$ cat src/rtl/phase_resync_pkg.sv
package phase_resync_pkg;
  localparam logic [1:0] MODE_RESYNC = 2'b10;

  typedef enum logic [1:0] {
    ARM_IDLE   = 2'd0,
    ARM_FIRST  = 2'd1,
    ARM_SECOND = 2'd2
  } arm_state_t;
endpackage

$ cat src/rtl/sync_interval_counter.sv
module sync_interval_counter #(
  parameter int DIV_W = 12,
  parameter int MOD_W = 12
) (
  input  logic             clk,
  input  logic             rst_n,
  input  logic             en,
  input  logic [DIV_W-1:0] clk_div,
  input  logic [MOD_W-1:0] modulus,
  output logic             tick_now,
  output logic             sync_tick
);
  localparam int CNT_W = DIV_W + MOD_W;

  function automatic logic [CNT_W-1:0] interval_len(input logic [DIV_W-1:0] d,
                                                     input logic [MOD_W-1:0] m);
    logic [CNT_W-1:0] dw;
    logic [CNT_W-1:0] mw;
    dw = CNT_W'(d);
    mw = CNT_W'(m);
    return dw * mw;
  endfunction

  logic [CNT_W-1:0] elapsed_q;
  logic [CNT_W-1:0] last_idx;

  assign last_idx = interval_len(clk_div, modulus) - CNT_W'(1);
  assign tick_now = en && (elapsed_q >= last_idx);

  always_ff @(posedge clk) begin
    if (!rst_n) begin
      elapsed_q <= '0;
      sync_tick <= 1'b0;
    end else if (!en) begin
      elapsed_q <= '0;
      sync_tick <= 1'b0;
    end else begin
      elapsed_q <= tick_now ? '0 : elapsed_q + CNT_W'(1);
      sync_tick <= tick_now;
    end
  end

  AST_IDLE_NO_TICK: assert property (@(posedge clk) disable iff (!rst_n)
    !en |=> (!sync_tick && elapsed_q == '0));
  AST_ZERO_DIV_IDLE: assert property (@(posedge clk) disable iff (!rst_n)
    (clk_div == '0) |=> !sync_tick);
  AST_NO_OVERFLOW: assert property (@(posedge clk) disable iff (!rst_n)
    (en && $past(en) && $stable(clk_div) && $stable(modulus)) |-> (elapsed_q <= last_idx));
  AST_TICK_RESTART: assert property (@(posedge clk) disable iff (!rst_n)
    tick_now |=> (elapsed_q == '0 && sync_tick));
endmodule

$ cat src/rtl/resync_arm.sv
module resync_arm
  import phase_resync_pkg::*;
(
  input  logic clk,
  input  logic rst_n,
  input  logic en,
  input  logic load_en,
  input  logic tick_now,
  output logic load_rise,
  output logic resync_pulse
);
  logic       load_q;
  arm_state_t arm_q;
  logic       fire_now;

  assign load_rise = load_en && !load_q;
  assign fire_now  = en && tick_now && (arm_q == ARM_SECOND) && !load_rise;

  always_ff @(posedge clk) begin
    if (!rst_n) begin
      load_q       <= 1'b0;
      arm_q        <= ARM_IDLE;
      resync_pulse <= 1'b0;
    end else begin
      load_q       <= load_en;
      resync_pulse <= fire_now;
      if (!en) begin
        arm_q <= ARM_IDLE;
      end else if (load_rise) begin
        arm_q <= ARM_FIRST;
      end else if (tick_now) begin
        case (arm_q)
          ARM_FIRST:  arm_q <= ARM_SECOND;
          ARM_SECOND: arm_q <= ARM_IDLE;
          default:    arm_q <= ARM_IDLE;
        endcase
      end
    end
  end

  AST_RISE_ARMS: assert property (@(posedge clk) disable iff (!rst_n)
    (en && load_rise) |=> (arm_q == ARM_FIRST && !resync_pulse));
  AST_FIRST_SKIPPED: assert property (@(posedge clk) disable iff (!rst_n)
    (arm_q == ARM_FIRST && tick_now && !load_rise) |=> !resync_pulse);
  AST_DISABLE_DROPS: assert property (@(posedge clk) disable iff (!rst_n)
    !en |=> (arm_q == ARM_IDLE && !resync_pulse));
  AST_SINGLE_RESYNC: assert property (@(posedge clk) disable iff (!rst_n)
    resync_pulse |=> !resync_pulse);
endmodule

$ cat src/rtl/phase_resync_timer.sv
module phase_resync_timer
  import phase_resync_pkg::*;
#(
  parameter int DIV_W = 12,
  parameter int MOD_W = 12
) (
  input  logic             clk,
  input  logic             rst_n,
  input  logic [DIV_W-1:0] clk_div,
  input  logic [MOD_W-1:0] modulus,
  input  logic [1:0]       clk_mode,
  input  logic             load_en,
  output logic             sync_tick,
  output logic             resync_pulse
);
  logic cfg_legal;
  logic timer_en;
  logic tick_now;
  logic load_rise;

  assign cfg_legal = (clk_div != '0) && (modulus != '0);
  assign timer_en  = (clk_mode == MODE_RESYNC) && cfg_legal;

  sync_interval_counter #(
    .DIV_W(DIV_W),
    .MOD_W(MOD_W)
  ) u_interval (
    .clk      (clk),
    .rst_n    (rst_n),
    .en       (timer_en),
    .clk_div  (clk_div),
    .modulus  (modulus),
    .tick_now (tick_now),
    .sync_tick(sync_tick)
  );

  resync_arm u_arm (
    .clk         (clk),
    .rst_n       (rst_n),
    .en          (timer_en),
    .load_en     (load_en),
    .tick_now    (tick_now),
    .load_rise   (load_rise),
    .resync_pulse(resync_pulse)
  );

  AST_RESYNC_ON_TICK: assert property (@(posedge clk) disable iff (!rst_n)
    resync_pulse |-> sync_tick);
  AST_MODE_GATES: assert property (@(posedge clk) disable iff (!rst_n)
    (clk_mode != MODE_RESYNC) |=> (!sync_tick && !resync_pulse));
  AST_TICK_NEEDS_ENABLE: assert property (@(posedge clk) disable iff (!rst_n)
    sync_tick |-> $past(timer_en));
endmodule

$ cat config.mk
export PLATFORM = sky130hd
export DESIGN_NAME = phase_resync_timer
export DESIGN_NICKNAME = d
export VERILOG_FILES = /design/src/rtl/phase_resync_pkg.sv /design/src/rtl/sync_interval_counter.sv /design/src/rtl/resync_arm.sv /design/src/rtl/phase_resync_timer.sv
export SDC_FILE = /design/constraint.sdc
export NUM_CORES = 1
export LEC_CHECK = 0
export BUFFER_PORTS_ARGS = -buffer_cell sky130_fd_sc_hd__buf_2
export CORE_MARGIN = 2
export CORE_UTILIZATION = 43
export DETAILED_ROUTE_END_ITERATION = 10
export HOLD_SLACK_MARGIN = 0.15
export SETUP_SLACK_MARGIN = 0.4
export SLEW_MARGIN = 10
export SYNTH_ARGS = -nofsm -noshare
export SYNTH_HDL_FRONTEND = slang
export SYNTH_SLANG_ARGS = --single-unit
$ cat constraint.sdc
create_clock -name clk -period 7.5 [get_ports clk]
set_input_delay 0 -clock clk [delete_from_list [all_inputs] [get_ports clk]]
set_output_delay 0 -clock clk [all_outputs]
set_load 0.1 [all_outputs]
==> run summary <==
The H-tree depth is 2. Once the clock tree was built, the setup fixing pass inserted 0 buffers. By area the synthesized netlist is led by sky130_fd_sc_hd__fa_1, sky130_fd_sc_hd__ha_1, sky130_fd_sc_hd__inv_1. The number of maximum-capacitance constraint violations is 0. The instance count of the mapped netlist came out at 855. The number of iterations in the first detailed-routing pass came out at 5. The post-synthesis share of cell area spent on and, or, nand and nor gates is approximately 20%. The number of vias per cell after detailed routing is ~5. Measured against its own limit, the worst slew margin works out to between 60% and 70%. The post-synthesis share of cell area spent on xor and xnor gates came out at under 10%.

The fraction of registers with async set or reset after synthesis is 0%. The maximum resistive drop on vdd is 0.284 mV. sky130_fd_sc_hd__fa_1 takes more of the synthesized area than any other cell. The average footprint of a synthesized cell came out at 8.37 µm². The via count of the first global-routing pass came out at roughly 5.3k. The most used flip-flop cell after synthesis is sky130_fd_sc_hd__dfxtp_1. The cell row count is 47. The height of the die came out at approximately 130 µm. The total number of yosys warnings is 0.

In this run switching power makes up around 54% of total power. Once detail routing completed, the nets flagged for antenna violations numbered 0. The global-route wire length before repair came out at ~25,000 µm. The maximum number of pins on one net before global-route repair is 26. The total congestion overflow after global routing came out at 0. The final critical-path share of the clock period is 88.1%. Yosys mapped a number of flops with a built-in enable equal to 0. The synthesized design devotes to its leading area cell type between 30 and 40% of total area. The actual transition at the worst max-transition pin came out at 0.509 ns. The root buffer cell chosen for the clock tree is sky130_fd_sc_hd__clkbuf_16. The total CTS buffers is 5. The number of failing hold endpoints at the final stage is 0. The final wirelength came out at 14,700 µm. The data arrival time of the critical path is between 6 and 7 ns. The share of the synthesized area in compound gates (AO/OA/AOI/OAI) is under 10%. The internal power of the cells totals 1.59 mW. The setup path with the least slack is of type in2reg. The multiplexer share of the synthesized area came out at less than 1%.

The critical path startpoint category is an input pin. The largest buffer count on any clock path came out at 2. The horizontal die dimension is 133 µm. After clock tree synthesis, the flow added hold-fix buffers numbering 3. The detailed router finished its first iteration with about 220 violations. The sequential share of the synthesized area is approximately 8%. The initial antenna violation count came out at 0.

After synthesis the netlist holds a flip-flop and latch count of 29. Buffers placed on the I/O ports in this run total 30. The detail-routed net length per standard cell is between 10 and 15 µm. The post-synthesis cell type count came out at 50.

The floorplan core area came out at roughly 0.016 mm². The post-CTS resize count is 0. The final critical-path required period is between 6 and 7 ns. The post-layout total power came out at 3.45 mW. Setup repair after global routing left no endpoint under its margin. The clock input transition at the sequential cells of the worst setup and hold paths came out at around 0.050 ns. The register share of total power is about 4.5%.

In the final layout, the share of cells above drive strength 1 is around 7.4%. The reported leakage power came out at just under 4 nW. The HPWL after detailed placement is approximately 12,000 µm. The number of I/O pins came out at 31.

The total power density per cell area came out at about 450 mW/mm². Sorting the synthesized cells by how often they occur yields sky130_fd_sc_hd__inv_1, sky130_fd_sc_hd__nand2_1, sky130_fd_sc_hd__fa_1, sky130_fd_sc_hd__ha_1, sky130_fd_sc_hd__and2_1. The type of the tightest min-delay check is in2reg. Of the total power, combinational logic draws slightly below 90%.

The area overhead of the layout relative to synthesis is 7.22%. The area of the mapped netlist came out at between 0.007 and 0.008 mm². The post-synth net total is between 1k and 1.5k. The worst setup skew after layout is around 0.0047 ns.

The worst setup slack after layout came out at slightly below 0.9 ns. The final-report setup violation count came out at 0. Among all cell types in the netlist, the one instantiated most often is sky130_fd_sc_hd__inv_1.

After routing, the total negative slack on setup checks comes to 0 ns. STA classifies the critical path endpoint as a flip-flop. The power dissipated by switching net loads came out at about 1.9 mW. The highest achievable clock rate is approximately 150 MHz. In this run, the clock network consumes 7.5% of the power. The routability-driven placement congestion ratio is roughly 0.84. The worst slack after detailed placement came out at about 0.64 ns. Global routing used 17.4% of the available tracks. The total number of vias is between 5k and 6k.

Cells fill 46.8% of the core in the end. The area of the die came out at 0.0177 mm². STA puts the critical path data required time at around 7.7 ns. The number of inserted diodes came out at 0.

The effective utilization at floorplan is 43.6%. The remaining routing DRC violations came out at 0. After synthesis, the largest family of logic cells by area is adder cells. Of the total synthesized cell area, the portion taken by full adders, half adders and majority gates is approximately 47%. The highest net fanout along the worst path is 25. The flow ran to the end, and the final reports show no timing, DRC or antenna violations.

The clock latency on the worst-skew pair came out at 0.27 ns. TritonCTS built the clock tree. The TritonCTS sink count came out at 29. The net total in the final layout came out at between 1k and 1.5k. The max-slew violation count is 0.
==> power by group through the flow <==
| stage | registers, mW | logic (mW) | clock network, mW |
|---|---|---|---|
| 2_1_floorplan | 0.159 | 2.40 | 0 |
| 3_3_place_gp | 0.159 | 3.02 | 0 |
| 3_5_place_dp | 0.159 | 3.02 | 0 |
| 4_1_cts | 0.156 | 3.05 | 0.264 |
| 5_1_grt | 0.156 | 3.48 | 0.274 |
| 6_report | 0.156 | 3.04 | 0.258 |
==> registers in the layout (all words and copies together) (netlist names) <==
name,count
u_arm.load_q,1
u_interval.sync_tick,1
u_arm.resync_pulse,1
u_arm.arm_q,2
u_interval.elapsed_q,24
==> critical path, stage by stage <==
cell	delay, ns
sky130_fd_sc_hd__buf_2	0.17
sky130_fd_sc_hd__and2_1	0.19
sky130_fd_sc_hd__fa_1	0.53
sky130_fd_sc_hd__inv_1	0.05
sky130_fd_sc_hd__fa_1	0.53
sky130_fd_sc_hd__inv_1	0.05
sky130_fd_sc_hd__fa_1	0.48
sky130_fd_sc_hd__fa_1	0.49
sky130_fd_sc_hd__inv_1	0.05
sky130_fd_sc_hd__fa_1	0.53
sky130_fd_sc_hd__inv_1	0.04
sky130_fd_sc_hd__ha_1	0.33
sky130_fd_sc_hd__a21oi_1	0.34
sky130_fd_sc_hd__nand3_1	0.11
sky130_fd_sc_hd__o21ai_0	0.44
sky130_fd_sc_hd__o21bai_1	0.18
sky130_fd_sc_hd__a2111oi_0	0.43
sky130_fd_sc_hd__a311oi_1	0.11
sky130_fd_sc_hd__ha_1	0.31
sky130_fd_sc_hd__nand4_1	0.11
sky130_fd_sc_hd__nor4_1	0.46
sky130_fd_sc_hd__a221oi_1	0.16
sky130_fd_sc_hd__o21ai_0	0.13
sky130_fd_sc_hd__a311o_1	0.20
sky130_fd_sc_hd__buf_12	0.22
sky130_fd_sc_hd__o32ai_1	0.11
==> metrics by stage <==
stage | hold slack (ns) | instance area, µm² | std cells
after global routing | 0.182 | 7670 | 1087
after global placement | 0.226 | 7450 | 1076
after CTS | 0.154 | 7670 | 1087
after detailed placement | 0.232 | 7450 | 1076
after floorplan | 0.122 | 7160 | 855
final | 0.145 | 7670 | 1087
==> logic make-up after synthesis <==
logic type,after synthesis
AOI/OAI and AO/OA,85
xor gates and xnor gates,40
adders and majority gates,204
buffers and inverters,213
DFF,29
muxes,1
and+or+nand+nor,283
==> path summary, 6_finish.rpt <==
| path | start | to | slack, ns | cells past startpoint |
|---|---|---|---|---|
| setup / recovery | modulus[3] | u_arm.arm_q[0]$_SDFFE_PN0P_ | 0.89 | 26 |
| hold / removal | clk_mode[0] | u_arm.arm_q[0]$_SDFFE_PN0P_ | 0.15 | 4 |
| setup reg to reg | u_interval.elapsed_q[6]$_SDFF_PP0_ | u_arm.arm_q[0]$_SDFFE_PN0P_ | 5.11 | 8 |
| hold reg to reg | u_arm.arm_q[1]$_SDFFE_PP0P_ | u_arm.arm_q[1]$_SDFFE_PP0P_ | 0.46 | 2 |
==> cells in the final DEF, fill, tap and decap left out, drive strengths merged, types with 4 or more instances in the layout <==
master,netlist,final
buf,3,32
o21ai,18,18
nand2,109,109
nand4,12,12
clkbuf,28,5
a21o,12,12
nor4,7,7
a2111oi,4,4
nor2b,4,4
and3,4,4
nand3,16,16
ha,96,96
inv,182,182
dfxtp,29,29
nand2b,5,5
and4,6,6
a21oi,27,27
xnor2,15,15
nor2,42,42
xor2,25,25
and2,65,65
fa,108,108
==> per-layer routing <==
layer  wire length [µm]  part of all wire [%]  track usage [%]  up-vias
met5                  0                     0                0        -
met4                116                  0.79             2.45        0
met3                483                   3.3             2.61        8
met2               7240                    49             29.2       81
met1               6900                    47             24.2     2685
li1                   -                     -                -     2687
==> layout make-up <==
class,instances,area (µm²)
fill,1639,8730
multi-input combinational,613,5740
inverter,182,683
sequential,29,581
tap,220,275
timing repair buffer,35,208
clock buffer,5,125
clock inverter,3,65.1
(Power assumes the default switching activity.)
